**config.mk**
```make
export PLATFORM = sky130hd
export DESIGN_NAME = cfg_shadow_ctl
export DESIGN_NICKNAME = d
export VERILOG_FILES = /design/src/rtl/cfgsh_pkg.sv /design/src/rtl/cfgsh_regfile.sv /design/src/rtl/cfgsh_side_fsm.sv /design/src/rtl/cfgsh_mem_decode.sv /design/src/rtl/cfg_shadow_ctl.sv
export SDC_FILE = /design/constraint.sdc
export NUM_CORES = 1
export LEC_CHECK = 0
export ABC_AREA = 1
export BUFFER_PORTS_ARGS = -buffer_cell sky130_fd_sc_hd__buf_2
export CAP_MARGIN = 40
export CORE_UTILIZATION = 60
export CTS_CLUSTER_SIZE = 16
export DETAILED_ROUTE_END_ITERATION = 8
export PLACE_DENSITY = 0.8
export REMOVE_ABC_BUFFERS = 1
export SLEW_MARGIN = 20
export SYNTH_ARGS = -nofsm -noshare
export SYNTH_HDL_FRONTEND = slang
export SYNTH_SLANG_ARGS = --single-unit
export TNS_END_PERCENT = 50
```
**constraint.sdc**
```tcl
create_clock -name clk -period 7.99 [get_ports clk]
set_clock_uncertainty 0.2 [all_clocks]
set_input_delay 1.1985 -clock clk [delete_from_list [all_inputs] [get_ports clk]]
set_output_delay 1.1985 -clock clk [all_outputs]
set_load 0.02 [all_outputs]
```
**src/rtl/cfgsh_pkg.sv**
```systemverilog
package cfgsh_pkg;

    // Kind of I/O access seen in one cycle
    typedef enum logic [2:0] {
        IOK_NONE,
        IOK_SEL_WR,
        IOK_DATA_WR,
        IOK_GATE_WR,
        IOK_GATE_RD,
        IOK_RST_RD,
        IOK_OTHER
    } io_kind_e;

    typedef enum logic {
        GATE_CLOSED,
        GATE_OPEN
    } gate_state_e;

    typedef enum logic {
        RQ_IDLE,
        RQ_FIRE
    } rq_state_e;

    localparam int SEGS_PER_BLOCK = 4;
    localparam int CODE_W         = 2;

endpackage

```
**src/rtl/cfgsh_regfile.sv**
```systemverilog
module cfgsh_regfile
    import cfgsh_pkg::*;
#(
    parameter logic [7:0] ID_VALUE   = 8'h90,
    parameter logic [7:0] WR_LO      = 8'h01,
    parameter logic [7:0] WR_HI      = 8'h24,
    parameter logic [7:0] SHADOW_IDX = 8'h0D,
    parameter int         NUM_BLOCKS = 6
) (
    input  logic                    clk,
    input  logic                    rst_n,
    input  logic                    sel_we,
    input  logic                    data_we,
    input  logic [7:0]              wdata,
    output logic [7:0]              sel_q,
    output logic [7:0]              data_rd,
    output logic [NUM_BLOCKS*8-1:0] shadow_flat
);

    localparam int NUM_REGS = int'(WR_HI) - int'(WR_LO) + 1;
    localparam int OFF_W    = $clog2(NUM_REGS);
    localparam int TAP0     = int'(SHADOW_IDX) - int'(WR_LO);

    logic [7:0]       store_q [NUM_REGS];
    logic [7:0]       off;
    logic             in_range;

    assign off      = sel_q - WR_LO;
    assign in_range = (sel_q >= WR_LO) && (sel_q <= WR_HI);

    always_ff @(posedge clk) begin
        if (!rst_n) begin
            sel_q <= '0;
        end else if (sel_we) begin
            sel_q <= wdata;
        end
    end

    always_ff @(posedge clk) begin
        if (!rst_n) begin
            for (int i = 0; i < NUM_REGS; i++) begin
                store_q[i] <= '0;
            end
        end else if (data_we && in_range) begin
            store_q[off[OFF_W-1:0]] <= wdata;
        end
    end

    always_comb begin
        if (sel_q == 8'h00) begin
            data_rd = ID_VALUE;
        end else if (in_range) begin
            data_rd = store_q[off[OFF_W-1:0]];
        end else begin
            data_rd = 8'h00;
        end
    end

    for (genvar k = 0; k < NUM_BLOCKS; k++) begin : g_tap
        assign shadow_flat[k*8 +: 8] = store_q[TAP0 + k];
    end

endmodule

```
**src/rtl/cfgsh_side_fsm.sv**
```systemverilog
module cfgsh_side_fsm
    import cfgsh_pkg::*;
(
    input  logic clk,
    input  logic rst_n,
    input  logic gate_close_req,
    input  logic gate_open_req,
    input  logic reset_req,
    output logic a20_en,
    output logic soft_rst
);

    gate_state_e gate_q, gate_d;
    rq_state_e   rq_q, rq_d;

    // State registers
    always_ff @(posedge clk) begin
        if (!rst_n) begin
            gate_q <= GATE_CLOSED;
            rq_q   <= RQ_IDLE;
        end else begin
            gate_q <= gate_d;
            rq_q   <= rq_d;
        end
    end

    // Next-state logic; a write (close) outranks a read (open)
    always_comb begin
        gate_d = gate_q;
        unique case (gate_q)
            GATE_CLOSED: if (gate_open_req && !gate_close_req) gate_d = GATE_OPEN;
            GATE_OPEN:   if (gate_close_req)                   gate_d = GATE_CLOSED;
            default:     gate_d = GATE_CLOSED;
        endcase
    end

    always_comb begin
        rq_d = rq_q;
        unique case (rq_q)
            RQ_IDLE: if (reset_req)  rq_d = RQ_FIRE;
            RQ_FIRE: if (!reset_req) rq_d = RQ_IDLE;
            default: rq_d = RQ_IDLE;
        endcase
    end

    // Output logic
    always_comb begin
        a20_en   = (gate_q == GATE_OPEN);
        soft_rst = (rq_q == RQ_FIRE);
    end

endmodule

```
**src/rtl/cfgsh_mem_decode.sv**
```systemverilog
module cfgsh_mem_decode
    import cfgsh_pkg::*;
#(
    parameter int         NUM_BLOCKS = 6,
    parameter logic [3:0] BASE_NIB   = 4'hA
) (
    input  logic [19:0]             mem_addr,
    input  logic                    mem_wr,
    input  logic [NUM_BLOCKS*8-1:0] shadow_flat,
    output logic                    in_region,
    output logic                    route_internal
);

    localparam logic [4:0] NB5 = 5'(NUM_BLOCKS);

    logic [3:0]        rel;
    logic [1:0]        seg;
    logic [CODE_W-1:0] code;

    assign rel       = mem_addr[19:16] - BASE_NIB;
    assign seg       = mem_addr[15:14];
    assign in_region = (mem_addr[19:16] >= BASE_NIB) && ({1'b0, rel} < NB5);

    always_comb begin
        code = '0;
        for (int b = 0; b < NUM_BLOCKS; b++) begin
            for (int s = 0; s < SEGS_PER_BLOCK; s++) begin
                if (rel == 4'(b) && seg == 2'(s)) begin
                    code = shadow_flat[b*8 + s*CODE_W +: CODE_W];
                end
            end
        end
    end

    // bit 0: writes internal, bit 1: reads internal
    assign route_internal = in_region && (mem_wr ? code[0] : code[1]);

endmodule

```
**src/rtl/cfg_shadow_ctl.sv**
```systemverilog
module cfg_shadow_ctl
    import cfgsh_pkg::*;
#(
    parameter logic [15:0] PORT_SEL   = 16'h00EC,
    parameter logic [15:0] PORT_DATA  = 16'h00ED,
    parameter logic [15:0] PORT_GATE  = 16'h00EE,
    parameter logic [15:0] PORT_RST   = 16'h00EF,
    parameter logic [7:0]  ID_VALUE   = 8'h90,
    parameter int          NUM_BLOCKS = 6
) (
    input  logic        clk,
    input  logic        rst_n,
    input  logic [15:0] io_addr,
    input  logic        io_wr,
    input  logic        io_rd,
    input  logic [7:0]  io_wdata,
    output logic [7:0]  io_rdata,
    output logic        a20_en,
    output logic        soft_rst,
    input  logic [19:0] mem_addr,
    input  logic        mem_wr,
    output logic        mem_in_region,
    output logic        route_internal
);

    io_kind_e                kind;
    logic [7:0]              sel_q;
    logic [7:0]              data_rd;
    logic [NUM_BLOCKS*8-1:0] shadow_flat;
    logic                    gate_wr_hit;
    logic                    gate_rd_hit;

    // Classify the write side of the access
    always_comb begin
        kind = IOK_NONE;
        if (io_wr) begin
            unique case (io_addr)
                PORT_SEL:  kind = IOK_SEL_WR;
                PORT_DATA: kind = IOK_DATA_WR;
                PORT_GATE: kind = IOK_GATE_WR;
                default:   kind = IOK_OTHER;
            endcase
        end else if (io_rd) begin
            unique case (io_addr)
                PORT_GATE: kind = IOK_GATE_RD;
                PORT_RST:  kind = IOK_RST_RD;
                default:   kind = IOK_OTHER;
            endcase
        end
    end

    assign gate_wr_hit = (kind == IOK_GATE_WR);
    assign gate_rd_hit = (kind == IOK_GATE_RD);

    cfgsh_regfile #(
        .ID_VALUE   (ID_VALUE),
        .NUM_BLOCKS (NUM_BLOCKS)
    ) u_regs (
        .clk         (clk),
        .rst_n       (rst_n),
        .sel_we      (kind == IOK_SEL_WR),
        .data_we     (kind == IOK_DATA_WR),
        .wdata       (io_wdata),
        .sel_q       (sel_q),
        .data_rd     (data_rd),
        .shadow_flat (shadow_flat)
    );

    cfgsh_side_fsm u_side (
        .clk            (clk),
        .rst_n          (rst_n),
        .gate_close_req (gate_wr_hit),
        .gate_open_req  (gate_rd_hit),
        .reset_req      (io_rd && io_addr == PORT_RST && !io_wr),
        .a20_en         (a20_en),
        .soft_rst       (soft_rst)
    );

    cfgsh_mem_decode #(
        .NUM_BLOCKS (NUM_BLOCKS)
    ) u_dec (
        .mem_addr       (mem_addr),
        .mem_wr         (mem_wr),
        .shadow_flat    (shadow_flat),
        .in_region      (mem_in_region),
        .route_internal (route_internal)
    );

    // Read-data mux
    always_comb begin
        if (io_addr == PORT_SEL) begin
            io_rdata = sel_q;
        end else if (io_addr == PORT_DATA) begin
            io_rdata = data_rd;
        end else begin
            io_rdata = 8'hFF;
        end
    end

endmodule

```
==> flow_metrics.tcl <==
set metrics [dict create \
    powerDensity_nw_per_um2 231 \
    finalCriticalPeriod_ps 6380 \
    drtAntennaViolNets 0 \
    path_buf_inv 3 \
    dp_hpwl_mm 37.3 \
    synth-seq-area-share_pct 72.1 \
    period_share_pct 79.8 \
    max_cap_violations 0 \
    vias_per_cell 6.47 \
    relSlewSlack_pct 36.2 \
    crit_arrival_ps 4980 \
    synthesis.area_um2 21600 \
    die_h_um 192 \
    ir_drop_mv 0.211 \
    yosysMostFrequentCell "edfxtp_1" \
    dr.pass1.iters 6 \
    cts_made_buffers 50 \
    async_flop_share_pct 0 \
    fmax_mhz 157 \
    ctsHtreeMaxLevel 2 \
    slowest_stage "nor4_1" \
    grt_pass1_wl_mm 86.8 \
    yosys_most_used_dff "edfxtp_1" \
    fin_setup_tns_ps 0 \
    synthDistinctLibCells 45 \
    rsz0062_at_grt "no" \
    postSynthAreaPerCell_um2 12.5 \
    cts_tree "built" \
    setup_viol 0 \
    cts_setup_buffers 0 \
    critPathRequiredTime_ps 6590 \
    hold_class "reg2reg" \
    postCtsHoldBufs 0 \
    max_stage_delay_ps 670 \
    cts_root_buffer "clkbuf_16" \
    overflow 0 \
    fp.dieW_um 192 \
    hold_slack_ps 388 \
    synth_seq_cells 522 \
    hold_viol_final 0 \
    dr_total_vias 15611 \
    layout-drive-gt1-share_pct 12.6 \
    synth.area.top_cells "edfxtp_1 71%, nor2_1 6.7%, o22ai_1 5.4%" \
    portBuffers 46 \
    clock_latency_ps 560 \
    synth_edf_count 512 \
    area_growth_pct 13.6 \
    drt_iter0_markers 2482 \
    clkSinkCount 522 \
    ctsResizeCount 0 \
    yosys.area.top_type "edfxtp_1" \
    status "finished clean" \
    synthCells 1724 \
    grt_pass1_vias 14843 \
    ys_warn_count 0 \
    coreArea_um2 35500 \
    leakage_uw 0.00889 \
    rows 69 \
    worstMarginPinSlew_ps 957 \
    remaining_drc_errors 0 \
    maxSlewViolCount 0 \
    gp_congestion 0.954 \
    synthTopCellsByCount "512 x edfxtp_1, 387 x nor2_1, 187 x o22ai_1, 154 x nand2_1, 63 x inv_1" \
    dieArea_um2 36800 \
    synth_top_area_share_pct 71.2 \
    critical_path_class "reg2out" \
    grt_usage_pct 32.4 \
    wl_mm 59.3 \
    grt_max_degree 47 \
    start_util_pct 60.9 \
    cts_buffer_depth 3 \
    endpoint_kind "output port" \
    wire_per_inst_um 24.6 \
    antenna_found_initial 1 \
    path_cells "inv_2, ha_1, nand2_1, nand2_2, nand3_2, buf_4, o22ai_1, o41ai_1, nand3_1, nor4_1, nor2_1, a21oi_1, buf_2" \
    clkTransAtPathRegs_ps 60 \
    path_delay_family "simple AND/OR/NAND/NOR gates" \
    nNetsFinal 1965 \
    start_kind "register" \
    cp_max_fo 28 \
    ios 61 \
]
## path summary, 6_finish.rpt
check             slack, ps  cells after the start                          from                               to
setup / recovery       1610                     13  u_regs.sel_q[0]$_SDFFE_PN0N_                      io_rdata[2]
hold / removal          390                      2      u_side.a20_en$_SDFF_PN0_         u_side.a20_en$_SDFF_PN0_
setup reg to reg       3670                     13  u_regs.sel_q[0]$_SDFFE_PN0N_  u_regs.store_q[63][1]$_DFFE_PP_
hold reg to reg         390                      2      u_side.a20_en$_SDFF_PN0_         u_side.a20_en$_SDFF_PN0_
## logic make-up after synthesis
group	synth area share [%]
AO/OA/AOI/OAI	9.99
XOR/XNOR	0.191
adder cells (fa/ha/maj)	0.290
buffers and inverters	3.53
flip-flops	72.1
other	0.0174
AND/OR/NAND/NOR	13.9
## placed cells by master, fill, tap and decap left out, types with 15 or more instances in the layout
master	synthesis	final
buf_4	15	32
nand4_1	19	19
clkbuf_1	30	15
inv_2	26	26
nor4_1	23	23
conb_1	1	128
o22ai_1	187	187
buf_2	40	48
nand2_1	154	154
a21oi_1	31	31
o21ai_0	22	22
inv_1	63	63
edfxtp_1	512	512
clkinv_1	1	16
nand2_2	37	37
nor2_1	387	387
nand3_1	20	19
o41ai_1	21	21
clkbuf_16	0	53
## state kept, by name (all words and copies together), names as in the netlist
name	flops
u_regs.sel_q	8
u_regs.store_q	512
u_side.soft_rst	1
u_side.a20_en	1
## worst register-to-register path, stage by stage (launching register included)
cell	delay [ps]
dfxtp_1	530
inv_2	180
ha_1	260
nand2_1	100
nor2_1	70
a31oi_1	420
inv_2	110
nor3_1	200
nand3b_1	420
buf_8	330
nor2_4	360
inv_2	90
nor2_1	510
buf_4	290
## stage by stage
step | total power (uW) | worst slack (ps) | cells | cell area [um2] | util (%)
floorplan | 3300 | 3040 | 1766 | 21700 | -
global placement | 3380 | 2490 | 2297 | 22700 | 63.9
detailed placement | 3390 | 2480 | 2315 | 22900 | 64.5
CTS | 5640 | 1830 | 2406 | 24500 | 68.9
global route | 5780 | 1510 | 2412 | 24500 | 69.2
finish | 5670 | 1610 | 2412 | 24500 | 69.2
## per-layer routing
metal	track usage [%]	up-vias	part of all wire, %
met3	7.20	262	14
li1	-	6641	-
met1	42.1	7375	34
met5	0	-	0
met2	51.4	1333	46
met4	16.6	0	5.4
## power by group
| group | total (uW) | switching, uW | internal [uW] |
|---|---|---|---|
| clock network | 2310 | 978 | 1330 |
| registers | 3180 | 45.4 | 3130 |
| logic | 175 | 136 | 38.8 |
| total | 5670 | 1160 | 4510 |
## final cells by class
cell class                 instances  area, um2
inverter                          90        338
antenna                            1       2.50
fill                            2262      10900
clock inverter                    23        199
tap                              461        577
multi-input combinational       1154       5750
clock buffer                      68       1380
sequential                       522      15600
timing repair buffer              93        726
Power figures use the tool's default switching activity.
